## config.mk

```make
export PLATFORM = sky130hd
export DESIGN_NAME = spim_master
export DESIGN_NICKNAME = d
export VERILOG_FILES = /design/src/rtl/spim_pkg.sv /design/src/rtl/spim_fifo.sv /design/src/rtl/spim_engine.sv /design/src/rtl/spim_ssel.sv /design/src/rtl/spim_master.sv
export SDC_FILE = /design/constraint.sdc
export NUM_CORES = 1
export LEC_CHECK = 0
export BUFFER_PORTS_ARGS = -buffer_cell sky130_fd_sc_hd__buf_2
export CORE_UTILIZATION = 35
export DETAILED_ROUTE_END_ITERATION = 16
export GPL_TIMING_DRIVEN = 1
export PLACE_DENSITY_LB_ADDON = 0.12
export RECOVER_POWER = 25
export SYNTH_ARGS = -nofsm -noshare
export SYNTH_HDL_FRONTEND = slang
export SYNTH_SLANG_ARGS = --single-unit
```

## constraint.sdc

```tcl
create_clock -name clk -period 7.9 [get_ports clk]
set_input_delay 1.58 -clock clk [delete_from_list [all_inputs] [get_ports clk]]
set_output_delay 1.58 -clock clk [all_outputs]
set_load 0.01 [all_outputs]
```

## src/rtl/spim_pkg.sv

```systemverilog
package spim_pkg;

    localparam int CHAR_W = 8;

    typedef logic [CHAR_W-1:0] char_t;

    typedef enum logic [1:0] {
        ST_IDLE  = 2'd0,
        ST_LEAD  = 2'd1,
        ST_SHIFT = 2'd2,
        ST_GAP   = 2'd3
    } spim_state_e;

    typedef struct packed {
        logic cpol;
        logic cpha;
        logic lsb_first;
        logic auto_ss;
    } spim_cfg_t;

    // bit that leaves the shifter next
    function automatic logic out_bit(input char_t v, input logic lsb);
        return lsb ? v[0] : v[CHAR_W-1];
    endfunction

    // shifter contents after one bit has left
    function automatic char_t shift_out(input char_t v, input logic lsb);
        return lsb ? (v >> 1) : (v << 1);
    endfunction

    // receive shifter after one bit has arrived
    function automatic char_t shift_in(input char_t v, input logic b, input logic lsb);
        return lsb ? {b, v[CHAR_W-1:1]} : {v[CHAR_W-2:0], b};
    endfunction

endpackage

```

## src/rtl/spim_fifo.sv

```systemverilog
module spim_fifo #(
    parameter int W     = 8,
    parameter int DEPTH = 4
) (
    input  logic                       clk,
    input  logic                       rst,
    input  logic                       push,
    input  logic [W-1:0]               wdata,
    input  logic                       pop,
    output logic [W-1:0]               rdata,
    output logic [$clog2(DEPTH+1)-1:0] count
);
    localparam int AW = (DEPTH > 1) ? $clog2(DEPTH) : 1;
    localparam int CW = $clog2(DEPTH+1);

    logic [W-1:0] mem [DEPTH];
    logic [AW:0]  wr_ptr, rd_ptr;
    logic         full, empty, do_push, do_pop;

    assign count   = CW'(wr_ptr - rd_ptr);
    assign full    = (count == CW'(DEPTH));
    assign empty   = (count == '0);
    assign do_push = push && !full;
    assign do_pop  = pop && !empty;
    assign rdata   = mem[rd_ptr[AW-1:0]];

    always_ff @(posedge clk) begin
        if (rst) begin
            wr_ptr <= '0;
            rd_ptr <= '0;
        end else begin
            if (do_push) wr_ptr <= wr_ptr + 1'b1;
            if (do_pop)  rd_ptr <= rd_ptr + 1'b1;
        end
    end

    always_ff @(posedge clk) begin
        if (do_push) mem[wr_ptr[AW-1:0]] <= wdata;
    end

    // a push against a full store leaves the occupancy unchanged
    assert_full_push_ignored_R13: assert property (@(posedge clk) disable iff (rst)
        (full && push && !pop) |=> (count == $past(count)));

endmodule

```

## src/rtl/spim_engine.sv

```systemverilog
module spim_engine
    import spim_pkg::*;
#(
    parameter int DIV        = 4,
    parameter int FIFO_DEPTH = 4
) (
    input  logic                            clk,
    input  logic                            rst,
    input  logic                            en,
    input  spim_cfg_t                       cfg,
    input  logic                            tx_valid,
    input  char_t                           tx_data,
    input  logic [$clog2(FIFO_DEPTH+1)-1:0] rx_free,
    input  logic                            miso,
    output logic                            tx_pop,
    output logic                            rx_push,
    output char_t                           rx_data,
    output logic                            sclk,
    output logic                            mosi,
    output logic                            active
);
    localparam int HALF = DIV / 2;
    localparam int HW   = (HALF > 1) ? $clog2(HALF) : 1;
    localparam int EW   = $clog2(2 * CHAR_W);
    localparam int CW   = $clog2(FIFO_DEPTH+1);
    localparam logic [EW-1:0] LAST_EDGE = EW'(2 * CHAR_W - 1);

    spim_state_e   state;
    logic [HW-1:0] hcnt;
    logic [EW-1:0] edge_q;
    char_t         txsh, rxsh, rx_nxt;
    logic          sclk_q, mosi_q;
    logic          tick, samp_ev, drv_ev, last, go_start, go_cont;

    assign tick     = (hcnt == HW'(HALF - 1));
    assign samp_ev  = (state == ST_SHIFT) && tick && (edge_q[0] == cfg.cpha);
    assign drv_ev   = (state == ST_SHIFT) && tick && (edge_q[0] != cfg.cpha);
    assign last     = en && (state == ST_SHIFT) && tick && (edge_q == LAST_EDGE);
    assign rx_nxt   = samp_ev ? shift_in(rxsh, miso, cfg.lsb_first) : rxsh;
    assign go_start = en && (state == ST_IDLE) && tx_valid && (rx_free != '0);
    assign go_cont  = last && tx_valid && (rx_free >= CW'(2)) && !cfg.auto_ss;

    assign tx_pop  = go_start || go_cont;
    assign rx_push = last;
    assign rx_data = rx_nxt;
    assign sclk    = (state == ST_SHIFT) ? sclk_q : cfg.cpol;
    assign mosi    = mosi_q;
    assign active  = (state == ST_LEAD) || (state == ST_SHIFT);

    always_ff @(posedge clk) begin
        if (rst) begin
            state  <= ST_IDLE;
            hcnt   <= '0;
            edge_q <= '0;
            sclk_q <= 1'b0;
            mosi_q <= 1'b0;
            txsh   <= '0;
            rxsh   <= '0;
        end else if (!en) begin
            state  <= ST_IDLE;
            hcnt   <= '0;
            edge_q <= '0;
            sclk_q <= cfg.cpol;
        end else begin
            unique case (state)
                ST_IDLE: begin
                    hcnt   <= '0;
                    edge_q <= '0;
                    sclk_q <= cfg.cpol;
                    if (go_start) begin
                        state <= ST_LEAD;
                        txsh  <= tx_data;
                        if (!cfg.cpha) begin
                            mosi_q <= out_bit(tx_data, cfg.lsb_first);
                            txsh   <= shift_out(tx_data, cfg.lsb_first);
                        end
                    end
                end
                ST_LEAD: begin
                    sclk_q <= cfg.cpol;
                    if (tick) begin
                        hcnt  <= '0;
                        state <= ST_SHIFT;
                    end else begin
                        hcnt <= hcnt + 1'b1;
                    end
                end
                ST_SHIFT: begin
                    if (tick) begin
                        hcnt   <= '0;
                        sclk_q <= ~sclk_q;
                        edge_q <= edge_q + 1'b1;
                        rxsh   <= rx_nxt;
                        if (drv_ev) begin
                            mosi_q <= out_bit(txsh, cfg.lsb_first);
                            txsh   <= shift_out(txsh, cfg.lsb_first);
                        end
                        if (last) begin
                            if (go_cont) begin
                                txsh <= tx_data;
                                if (!cfg.cpha) begin
                                    mosi_q <= out_bit(tx_data, cfg.lsb_first);
                                    txsh   <= shift_out(tx_data, cfg.lsb_first);
                                end
                            end else begin
                                state <= cfg.auto_ss ? ST_GAP : ST_IDLE;
                            end
                        end
                    end else begin
                        hcnt <= hcnt + 1'b1;
                    end
                end
                ST_GAP: begin
                    if (tick) begin
                        hcnt  <= '0;
                        state <= ST_IDLE;
                    end else begin
                        hcnt <= hcnt + 1'b1;
                    end
                end
            endcase
        end
    end

    // the serial clock holds between divider ticks
    assert_halfperiod_R4: assert property (@(posedge clk) disable iff (rst)
        (en && state == ST_SHIFT && !tick) |=> $stable(sclk_q));

    // a character is only taken from a non-empty transmit store
    assert_pop_valid_R1: assert property (@(posedge clk) disable iff (rst)
        tx_pop |-> tx_valid);

endmodule

```

## src/rtl/spim_ssel.sv

```systemverilog
module spim_ssel #(
    parameter int NSS = 2
) (
    input  logic           en,
    input  logic           auto_mode,
    input  logic           active,
    input  logic [NSS-1:0] sel,
    output logic [NSS-1:0] ss_n
);
    logic drive;

    assign drive = en && (!auto_mode || active);

    for (genvar g = 0; g < NSS; g++) begin : g_line
        assign ss_n[g] = !(sel[g] && drive);
    end

endmodule

```

## src/rtl/spim_master.sv

```systemverilog
module spim_master
    import spim_pkg::*;
#(
    parameter int DIV        = 4,
    parameter int FIFO_DEPTH = 4,
    parameter int NSS        = 2
) (
    input  logic              clk,
    input  logic              rst,
    input  logic              en_set,
    input  logic              en_clr,
    input  logic              cpol,
    input  logic              cpha,
    input  logic              lsb_first,
    input  logic              auto_ss,
    input  logic [NSS-1:0]    ss_sel,
    input  logic              modf_ie,
    input  logic              modf_clr,
    input  logic [CHAR_W-1:0] tx_data,
    input  logic              tx_push,
    output logic              tx_full,
    output logic              tx_empty,
    output logic [CHAR_W-1:0] rx_data,
    input  logic              rx_pop,
    output logic              rx_empty,
    output logic              xfer_done,
    output logic              modf,
    output logic              irq,
    output logic              master_en,
    output logic              sclk_o,
    output logic              mosi_o,
    input  logic              miso_i,
    output logic [NSS-1:0]    ss_n_o,
    input  logic              ss_in_n,
    output logic              drv_en_o
);
    localparam int CW = $clog2(FIFO_DEPTH+1);

    spim_cfg_t cfg;
    logic [CW-1:0] tx_cnt, rx_cnt, rx_free;
    char_t   tx_head, rx_word;
    logic    tx_pop, rx_push, rx_full, eng_active;
    logic    ss_s1, ss_s2, fault, en_q, modf_q;

    assign cfg = '{cpol: cpol, cpha: cpha, lsb_first: lsb_first, auto_ss: auto_ss};

    spim_fifo #(.W(CHAR_W), .DEPTH(FIFO_DEPTH)) u_txq (
        .clk(clk), .rst(rst), .push(tx_push), .wdata(tx_data),
        .pop(tx_pop), .rdata(tx_head), .count(tx_cnt)
    );

    spim_fifo #(.W(CHAR_W), .DEPTH(FIFO_DEPTH)) u_rxq (
        .clk(clk), .rst(rst), .push(rx_push), .wdata(rx_word),
        .pop(rx_pop), .rdata(rx_data), .count(rx_cnt)
    );

    assign tx_full  = (tx_cnt == CW'(FIFO_DEPTH));
    assign tx_empty = (tx_cnt == '0);
    assign rx_full  = (rx_cnt == CW'(FIFO_DEPTH));
    assign rx_empty = (rx_cnt == '0);
    assign rx_free  = CW'(FIFO_DEPTH) - rx_cnt;

    spim_engine #(.DIV(DIV), .FIFO_DEPTH(FIFO_DEPTH)) u_eng (
        .clk(clk), .rst(rst), .en(en_q), .cfg(cfg),
        .tx_valid(!tx_empty), .tx_data(tx_head), .rx_free(rx_free),
        .miso(miso_i), .tx_pop(tx_pop), .rx_push(rx_push), .rx_data(rx_word),
        .sclk(sclk_o), .mosi(mosi_o), .active(eng_active)
    );

    spim_ssel #(.NSS(NSS)) u_ss (
        .en(en_q), .auto_mode(auto_ss), .active(eng_active),
        .sel(ss_sel), .ss_n(ss_n_o)
    );

    // external select input: two-stage synchronizer
    always_ff @(posedge clk) begin
        if (rst) begin
            ss_s1 <= 1'b1;
            ss_s2 <= 1'b1;
        end else begin
            ss_s1 <= ss_in_n;
            ss_s2 <= ss_s1;
        end
    end

    assign fault = en_q && !ss_s2;

    always_ff @(posedge clk) begin
        if (rst) begin
            en_q   <= 1'b0;
            modf_q <= 1'b0;
        end else begin
            if (fault || en_clr) en_q <= 1'b0;
            else if (en_set)     en_q <= 1'b1;
            if (fault)           modf_q <= 1'b1;
            else if (modf_clr)   modf_q <= 1'b0;
        end
    end

    assign master_en = en_q;
    assign drv_en_o  = en_q;
    assign modf      = modf_q;
    assign irq       = modf_q && modf_ie;
    assign xfer_done = rx_push && tx_empty;

    // the engine never delivers into a full receive store
    assert_no_overflow_R8: assert property (@(posedge clk) disable iff (rst)
        rx_push |-> !rx_full);

    // a detected fault disables the master and latches the flag
    assert_modf_R9: assert property (@(posedge clk) disable iff (rst)
        fault |=> (modf_q && !en_q));

    // in automatic mode, a toggling clock implies the selected lines are driven
    assert_auto_ss_R6: assert property (@(posedge clk) disable iff (rst)
        (auto_ss && en_q && sclk_o != cpol) |-> (ss_n_o == ~ss_sel));

endmodule

```

== Word-level counts from Yosys, hierarchy flattened ==
Memories as Yosys holds them, arrays and structs flattened. A register that Yosys moved wholly into a read port is not among the register bits.
Index checks and enable logic that the tools add are counted.
Storage, ports and cells
  register bits: 41
  memory bits (writable): 64
  input port bits: 24
  output and inout bits: 20
  word-level logic and storage cells: 143
  memories kept: 2
Memory list
  u_rxq.mem: words 4, bits a word 8, read ports 1, clocked after Yosys merged registers in 1, wr ports 1, line spim_fifo.sv:16  | logic [W-1:0] mem [DEPTH];
  u_txq.mem: words 4, bits a word 8, read ports 1, clocked after Yosys merged registers in 1, wr ports 1, line spim_fifo.sv:16
Operators by class
  $add $sub $neg: 9
  $lt $le $gt $ge: 1
  equality and inequality tests: 17
  muxes and demuxes: 47
  bitwise gates (word level): 2
  reductions and logical operators: 50
Operators with widths (count)
  2-to-1 mux 8 bit: 10
  logical AND 1 bit: 22
  2-to-1 mux 2 bit: 11
  2-to-1 mux 1 bit: 19
  one-hot mux 8 bit (2 select lines): 1
  adder 3 x 1 -> 3 bit (second input constant): 4
  zero test 1 bit: 8
  inequality test 2 x 1 -> 1 bit (second input constant): 4
  one-hot mux 2 bit (4 select lines): 1
  one-hot mux 4 bit (2 select lines): 1
  equality test 3 bit (second input constant): 2
  zero test 3 bit: 2
  inequality test 2 bit (second input constant): 3
  inequality test 3 x 2 -> 1 bit (second input constant): 2
  one-hot mux 1 bit (2 select lines): 3
  AND reduction 6 bit: 1
  OR reduction 2 bit: 3
  subtractor 3 bit: 2
  AND reduction 5 bit: 1
  adder 4 x 1 -> 4 bit (second input constant): 1
  equality test 2 bit (second input constant): 2
  equality test 4 bit (second input constant): 1
  logical OR 1 bit: 4
  2-to-1 mux 4 bit: 1
  14 further kinds: 17

== Depth between registers and ports, before layout ==
Gate-level depths: netlist of the first run.
  word-level depth: 11
  mapped depth: 13
  depth with buffers taken out: 12

== By module ==
Synthesis of the first run repeated with hierarchy kept, for this count alone.
Second synthesis, totals
  cell total of the unflattened synthesis: 439
  area, all modules: 5346.4 µm²
By module, submodules not included
  spim_fifo: instances 2, cells each 96, area each 1670.4 µm², seq. area each 1121.1 µm²
  spim_engine: instances 1, cells each 221, area each 1775.5 µm², seq. area each 500.5 µm²
  spim_master: instances 1, cells each 23, area each 206.4 µm², seq. area each 80.1 µm²
  spim_ssel: instances 1, cells each 3, area each 23.8 µm², seq. area each 0.0 µm²

== Least setup slack after synthesis of the first run ==
No wires, ideal clock.
  kind: input -> output
  from: in auto_ss
  to: out ss_n_o[0]
  arrival: 1.824 ns
  data required time: 6.320 ns
  slack: 4.496 ns
  stages: 2
  path buffers: 0
  path through: a21oi_1 nand2_1
On the way
  cells in the longest elaborated chain, start to end: 5
RTL lines
  from (decl): line spim_master.sv:15  | input logic auto_ss,
  zero test 1 bit: line spim_ssel.sv:12  | assign drive = en && (!auto_mode || active);
  logical OR 1 bit: line spim_ssel.sv:12
  logical AND 1 bit: line spim_ssel.sv:12
  logical AND 1 bit: line spim_ssel.sv:15  | assign ss_n[g] = !(sel[g] && drive);
  zero test 1 bit: line spim_ssel.sv:15
  to (decl): line spim_master.sv:33  | output logic [NSS-1:0] ss_n_o,
No other way between the ends.

== Final worst setup path of the first run ==
  from: reg u_txq.wr_ptr[0]
  to: out xfer_done
On the way
  cells in the longest elaborated chain, start to end: 3
RTL lines
  from (decl): line spim_fifo.sv:17  | logic [AW:0] wr_ptr, rd_ptr;
  from (signal assigned): line spim_fifo.sv:32  | if (do_push) wr_ptr <= wr_ptr + 1'b1;
  subtractor 3 bit: line spim_fifo.sv:20  | assign count = CW'(wr_ptr - rd_ptr);
  zero test 3 bit: line spim_master.sv:58  | assign tx_empty = (tx_cnt == '0);
  logical AND 1 bit: line spim_master.sv:104  | assign xfer_done = rx_push && tx_empty;
  to (decl): line spim_master.sv:26  | output logic xfer_done,
No other way between the ends.

==> results of run 1 <==
==> report_power, final <==
group | total [mW] | internal, mW | switching (mW)
Sequential | 0.649 | 0.623 | 0.0261
Clock | 0.453 | 0.247 | 0.205
Combinational | 0.228 | 0.106 | 0.122
Total | 1.33 | 0.976 | 0.353
==> final cells by class <==
type	instances	area [µm²]
Inverter	16	60.1
Fill cell	1411	8700
Sequential cell	109	2820
Clock inverter	7	73.8
Timing Repair Buffer	44	211
Multi-Input combinational cell	283	2150
Tap cell	184	230
Clock buffer	9	225
==> sequential cells by signal, indices dropped and copies added (netlist names), 3 cells and up, named ones only <==
signal	cells
u_rxq.rd_ptr	3
u_txq.wr_ptr	3
u_eng.rxsh	8
u_eng.edge_q	4
u_txq.rd_ptr	3
u_eng.txsh	8
u_txq.mem	32
u_rxq.wr_ptr	3
u_rxq.mem	32
==> how the worst min path moves through the flow <==
stage	startpoint	to	slack, ns
finish	ss_s1	ss_s2	0.41
global route	ss_s1	ss_s2	0.42
CTS	ss_s1	ss_s2	0.42
detailed placement	ss_s1	ss_s2	0.40
global placement	ss_s1	ss_s2	0.40
floorplan	ss_s1	ss_s2	0.39
==> cells by family (layout without fill, tap and decap cells) <==
family	count (synthesis)	after routing	share of synthesized area [%]
xor+xnor	13	13	2.20
flops	109	109	54.6
fa+ha+maj	24	24	5.95
simple gates	136	136	12.5
compound gates	67	67	8.52
buf+inv	37	76	3.78
mux	43	43	12.5
==> cells in the mapped netlist, types with 2 or more instances <==
cell type,count,share of area (%)
nor2b_1,2,0.24
nor3_1,6,0.58
and2_1,10,1.2
buf_1,3,0.22
xor2_1,4,0.68
nand3_1,7,0.68
dfxtp_1,45,17
nor2_1,43,3.1
ha_1,23,5.6
a31oi_1,2,0.24
o21ai_0,15,1.5
buf_4,3,0.44
a21oi_1,27,2.6
mux2_2,5,1.1
inv_1,16,1.2
mux4_1,2,1.0
nand2_1,47,3.4
edfxtp_1,64,37
mux2i_1,22,4.3
mux4_2,14,6.1
xnor2_1,9,1.5
a211oi_1,4,0.58
buf_6,6,1.3
a311oi_1,9,1.5
nand2b_1,3,0.36
clkbuf_1,9,0.65
or2_2,4,0.48
==> through the flow <==
step | util (%) | hold slack (ns)
floorplan | - | 0.389
finish | 39.9 | 0.412
detailed placement | 37.9 | 0.399
global placement | 37.9 | 0.403
global route | 39.9 | 0.424
CTS | 40.0 | 0.416
==> per-layer routing <==
| metal | GRT usage (%) | up-vias | part of all wire [%] |
|---|---|---|---|
| li1 | - | 1619 | - |
| met1 | 16.4 | 1563 | 45 |
| met2 | 26.4 | 46 | 51 |
| met3 | 4.57 | 6 | 3.3 |
| met4 | 3.16 | 0 | 0.85 |
| met5 | 0 | - | 0 |
==> worst reg2reg max path, delay by kind of cell, from the launching register on <==
kind | cells | cell delay (ns)
buffers and inverters | 1 | 0.10
AND/OR/NAND/NOR | 4 | 0.95
AO/OA/AOI/OAI | 2 | 1.21
adder cells (fa/ha/maj) | 4 | 1.22
flip-flops | 1 | 0.40
==> qor.yml, run 1 <==
holdCritPathClass: "reg2reg"
violations: "capacitance limit, slew limit"
cp-start-kind: "register"
io_pins: 44
finalWirelength_um: 10000
cap_violations: 1
design_area_mm2: 0.00578
slew_headroom_pct: -16.0
final_max_slew_viol_count: 38
cts_setup_buffers: 0
synth_cells: 429
syn_to_final_growth_pct: 11.7
whs_path_depth: 1
cp.arrival_ns: 2.46
r2r-end: "u_eng.txsh[0]"
grt_pass1_wl_um: 16400
die-height_um: 124
wl_per_cell_um: 15.4
ys_types: 52
async_flop_share_pct: 0
cts_tree: "built"
cts_max_level: 3
clk_latency_ns: 0.35
synth_edf_count: 64
critPathKind: "reg2out"
tightest_slew_ns: 1.74
final_cell_mix: "64 x edfxtp_1, 47 x nand2_1, 45 x dfxtp_1, 43 x nor2_1, 34 x buf_2"
port_buffers: 43
slowest_stage: "nor3_1"
path_clk_slew_ns: 0.07
layout_min_cycle_time_ns: 4.04
end_kind: "primary output"
cts_hold_buf: 0
hold_viol: 0
cp_common_cell: "nor2_1"
r2r-start: "u_rxq.wr_ptr[0]"
cts_max_path_buffers: 2
synth_seq_area_share_pct: 54.6
instances_no_fill: 652
ir_drop_uv: 186
timing.final.crit_share_pct: 51.1
initial_core_util_pct: 35.7
rsz0062_at_grt: "false"
path_delay_family: "simple AND/OR/NAND/NOR gates"
layout-drive-gt1-share_pct: 17.5
final_common_cell: "edfxtp_1"
numCtsBuffers: 9
grt_usage_pct: 14.5
drtAntennaViolNets: 0
diodes: 0
setup_ws_ns: 3.86
place_ws_ns: 3.91
cp_num_cells: 7
cts.sinks: 109
viasPerCell: 4.96
synth-seq-cells: 109
setup_tns_ns: 0
hpwl_um: 6960
place_area_mm2: 0.00549
endpoint: "xfer_done"
skew_ns: 0.00724
timing.fmax_mhz: 248
critPathBufInv: 2
fin_nets: 511
reg2regPathDepth: 11
grt_pass1_vias: 3271
synth_area_mm2: 0.00517
synth_ff_type: "edfxtp_1"
cts.repair.resized: 0
core_mm2: 0.0145
path_cells: "inv_1 -> ha_1 -> nand2_1 -> nor3_1 -> nor2_1 -> nor2_1 -> buf_2"
cp.required_ns: 6.32
critPathMaxFanout: 8
powerDensity_mw_per_mm2: 230
initialDrtViolationCount: 139
grt_max_degree: 38
finalSetupViolCount: 0
std_cell_rows: 44
die_area_mm2: 0.0153
status: "complete, but fails checks"
avgSynthCellArea_um2: 12.1
p_leak_nw: 2.06
first_pass_iters: 4
dp_cells: 636
yosysWarningCount: 0
rrSetupSlack_ns: 3.94
finalPower_mw: 1.33
drc: 0
antenna_found_initial: 0
cpPeakStageDelay_ns: 0.78
gp_congestion: 0.720
synth_nets: 477
cp-startpoint: "u_txq.wr_ptr[0]"
die_x_um: 124
overflow: 0
vias: 3234
cts-root-buf: "clkbuf_16"
No activity file was read; power rests on OpenSTA's default activity.
==> run 2: changes to the inputs <==
==> constraint.sdc (replaced) <==
create_clock -name clk -period 3.57 [get_ports clk]
set_input_delay 0.714 -clock clk [delete_from_list [all_inputs] [get_ports clk]]
set_output_delay 0.714 -clock clk [all_outputs]
set_load 0.01 [all_outputs]
==> run 2 against run 1 <==
The run still ends with capacitance limit, slew limit left; die area unchanged; first-iteration DRC count increased by 16%; total power increased by 120%; critical path depth increased by 5; sequential power increased by 120%; cell area increased by 0.76%; routed wire length decreased by 0.49%; non-clock buffer count increased by 5; worst setup slack got worse by 3.6 ns; clock-buffer cell count unchanged; clock power increased by 120%; final cell count increased by 0.77%.
==> qor.yml, run 2 (synthesis results as in run 1) <==
io_pins: 44
grt_pass1_wl_um: 16400
critPathMaxFanout: 8
syn_to_final_growth_pct: 12.6
numCtsBuffers: 9
fin_nets: 516
rsz0062_at_grt: "false"
reg2regPathDepth: 12
violations: "capacitance limit, slew limit"
cts_tree: "built"
final_core_util_pct: 40.2
whs_path_depth: 1
initialDrtViolationCount: 161
gp_congestion: 0.720
std_cell_rows: 44
first_pass_iters: 4
viasPerCell: 4.91
r2r-start: "u_rxq.wr_ptr[0]"
p_leak_nw: 2.07
timing.fmax_mhz: 301
holdCritPathClass: "reg2reg"
powerDensity_mw_per_mm2: 505
layout_min_cycle_time_ns: 3.32
comb_power_share_pct: 17.4
cp.required_ns: 3.83
hold_path_end: "ss_s2"
final_common_cell: "edfxtp_1"
swShare_pct: 27.9
hpwl_um: 6930
cp.arrival_ns: 3.57
place_area_mm2: 0.00552
drtAntennaViolNets: 0
power.share.sequential_pct: 48.7
finalSetupViolCount: 0
initial_core_util_pct: 35.7
hold_viol: 0
die_area_mm2: 0.0153
end_kind: "register"
tightest_slew_ns: 1.73
grt_max_degree: 38
slew_headroom_pct: -15.5
timing.final.crit_share_pct: 92.9
ir_drop_uv: 418
grt_usage_pct: 14.6
final_cell_mix: "64 x edfxtp_1, 47 x nand2_1, 44 x dfxtp_1, 43 x nor2_1, 30 x buf_2"
cellInternalPower_mw: 2.12
drc: 0
cts_max_level: 3
overflow: 0
cp-start-kind: "register"
critPathKind: "reg2reg"
final_max_slew_viol_count: 38
clk_latency_ns: 0.36
cts_max_path_buffers: 2
cts-root-buf: "clkbuf_16"
grt_pass1_vias: 3241
hold_slack_ns: 0.413
die_x_um: 124
finalPower_mw: 2.94
die-height_um: 124
finalWirelength_um: 9970
cts.sinks: 109
port_buffers: 43
path_clk_slew_ns: 0.08
antenna_found_initial: 0
core_mm2: 0.0145
status: "complete, but fails checks"
design_area_mm2: 0.00582
wl_per_cell_um: 15.2
diodes: 0
clkPwrFrac_pct: 33.8
rrSetupSlack_ns: 0.25
setup_tns_ns: 0
r2r-end: "u_eng.txsh[6]"
cap_violations: 1
power.switching_uw: 822
fill_cells: 1398
skew_ns: 0.00934
layout-drive-gt1-share_pct: 18.0
vias: 3226
holdCritStartpoint: "ss_s1"
run 2: worst max-delay path, cell delays in order, from the launching register on:
cell      delay, ns
dfxtp_2        0.36
inv_1          0.08
ha_1           0.19
fa_1           0.49
ha_1           0.23
ha_1           0.29
nor3_1         0.06
or4_4          0.46
o31a_4         0.34
a211oi_4       0.24
buf_4          0.19
nor2_1         0.05
a311oi_1       0.23
run 2: worst max path at each step:
stage          slack (ns)       endpoint             from
2_1_floorplan        0.49  u_eng.txsh[2]  u_rxq.wr_ptr[0]
3_3_place_gp         0.29  u_eng.txsh[6]  u_rxq.wr_ptr[0]
3_5_place_dp         0.21  u_eng.txsh[3]  u_rxq.wr_ptr[0]
4_1_cts              0.21  u_eng.txsh[6]  u_rxq.wr_ptr[0]
5_1_grt            0.0007  u_eng.txsh[7]  u_rxq.wr_ptr[0]
6_report             0.25  u_eng.txsh[6]  u_rxq.wr_ptr[0]
run 2: timing repair:
action	4_1_cts	5_1_grt
endpoints found under the setup margin	0	7
hold buffers	0	0
endpoints found under the hold margin	0	0
gates resized for setup	0	3
setup buffers	0	1
run 2: power groups by stage:
stage               Combinational [mW]  Sequential (mW)  Clock [mW]
detailed placement               0.513             1.47           0
finish                           0.513             1.43       0.995
floorplan                        0.406             1.43           0
global placement                 0.510             1.47           0
CTS                              0.517             1.44        1.04
global route                     0.587             1.44        1.08
run 2: area by class of cell:
type	instances	area (µm²)	share of cell area [%]
sequential	109	2820	48.5
multi-input combinational	283	2160	37.2
clock buffer	9	225	3.87
inverter	16	60.1	1.03
clock inverter	7	75.1	1.29
tap	184	230	3.96
timing repair buffer	49	240	4.13
run 2: routing by layer:
metal	up-vias	part of all wire (%)	track usage, %
met2	46	51	26.1
li1	1628	-	-
met3	13	2.8	3.64
met5	-	0	0
met4	0	1.8	6.25
met1	1539	44	16.4
run 2: per-stage QoR:
| step | std cells | setup WS (ns) |
|---|---|---|
| after global placement | 640 | 0.289 |
| after global routing | 657 | 0.000745 |
| final | 657 | 0.253 |
| after floorplan | 429 | 0.487 |
| after detailed placement | 640 | 0.205 |
| after CTS | 656 | 0.208 |
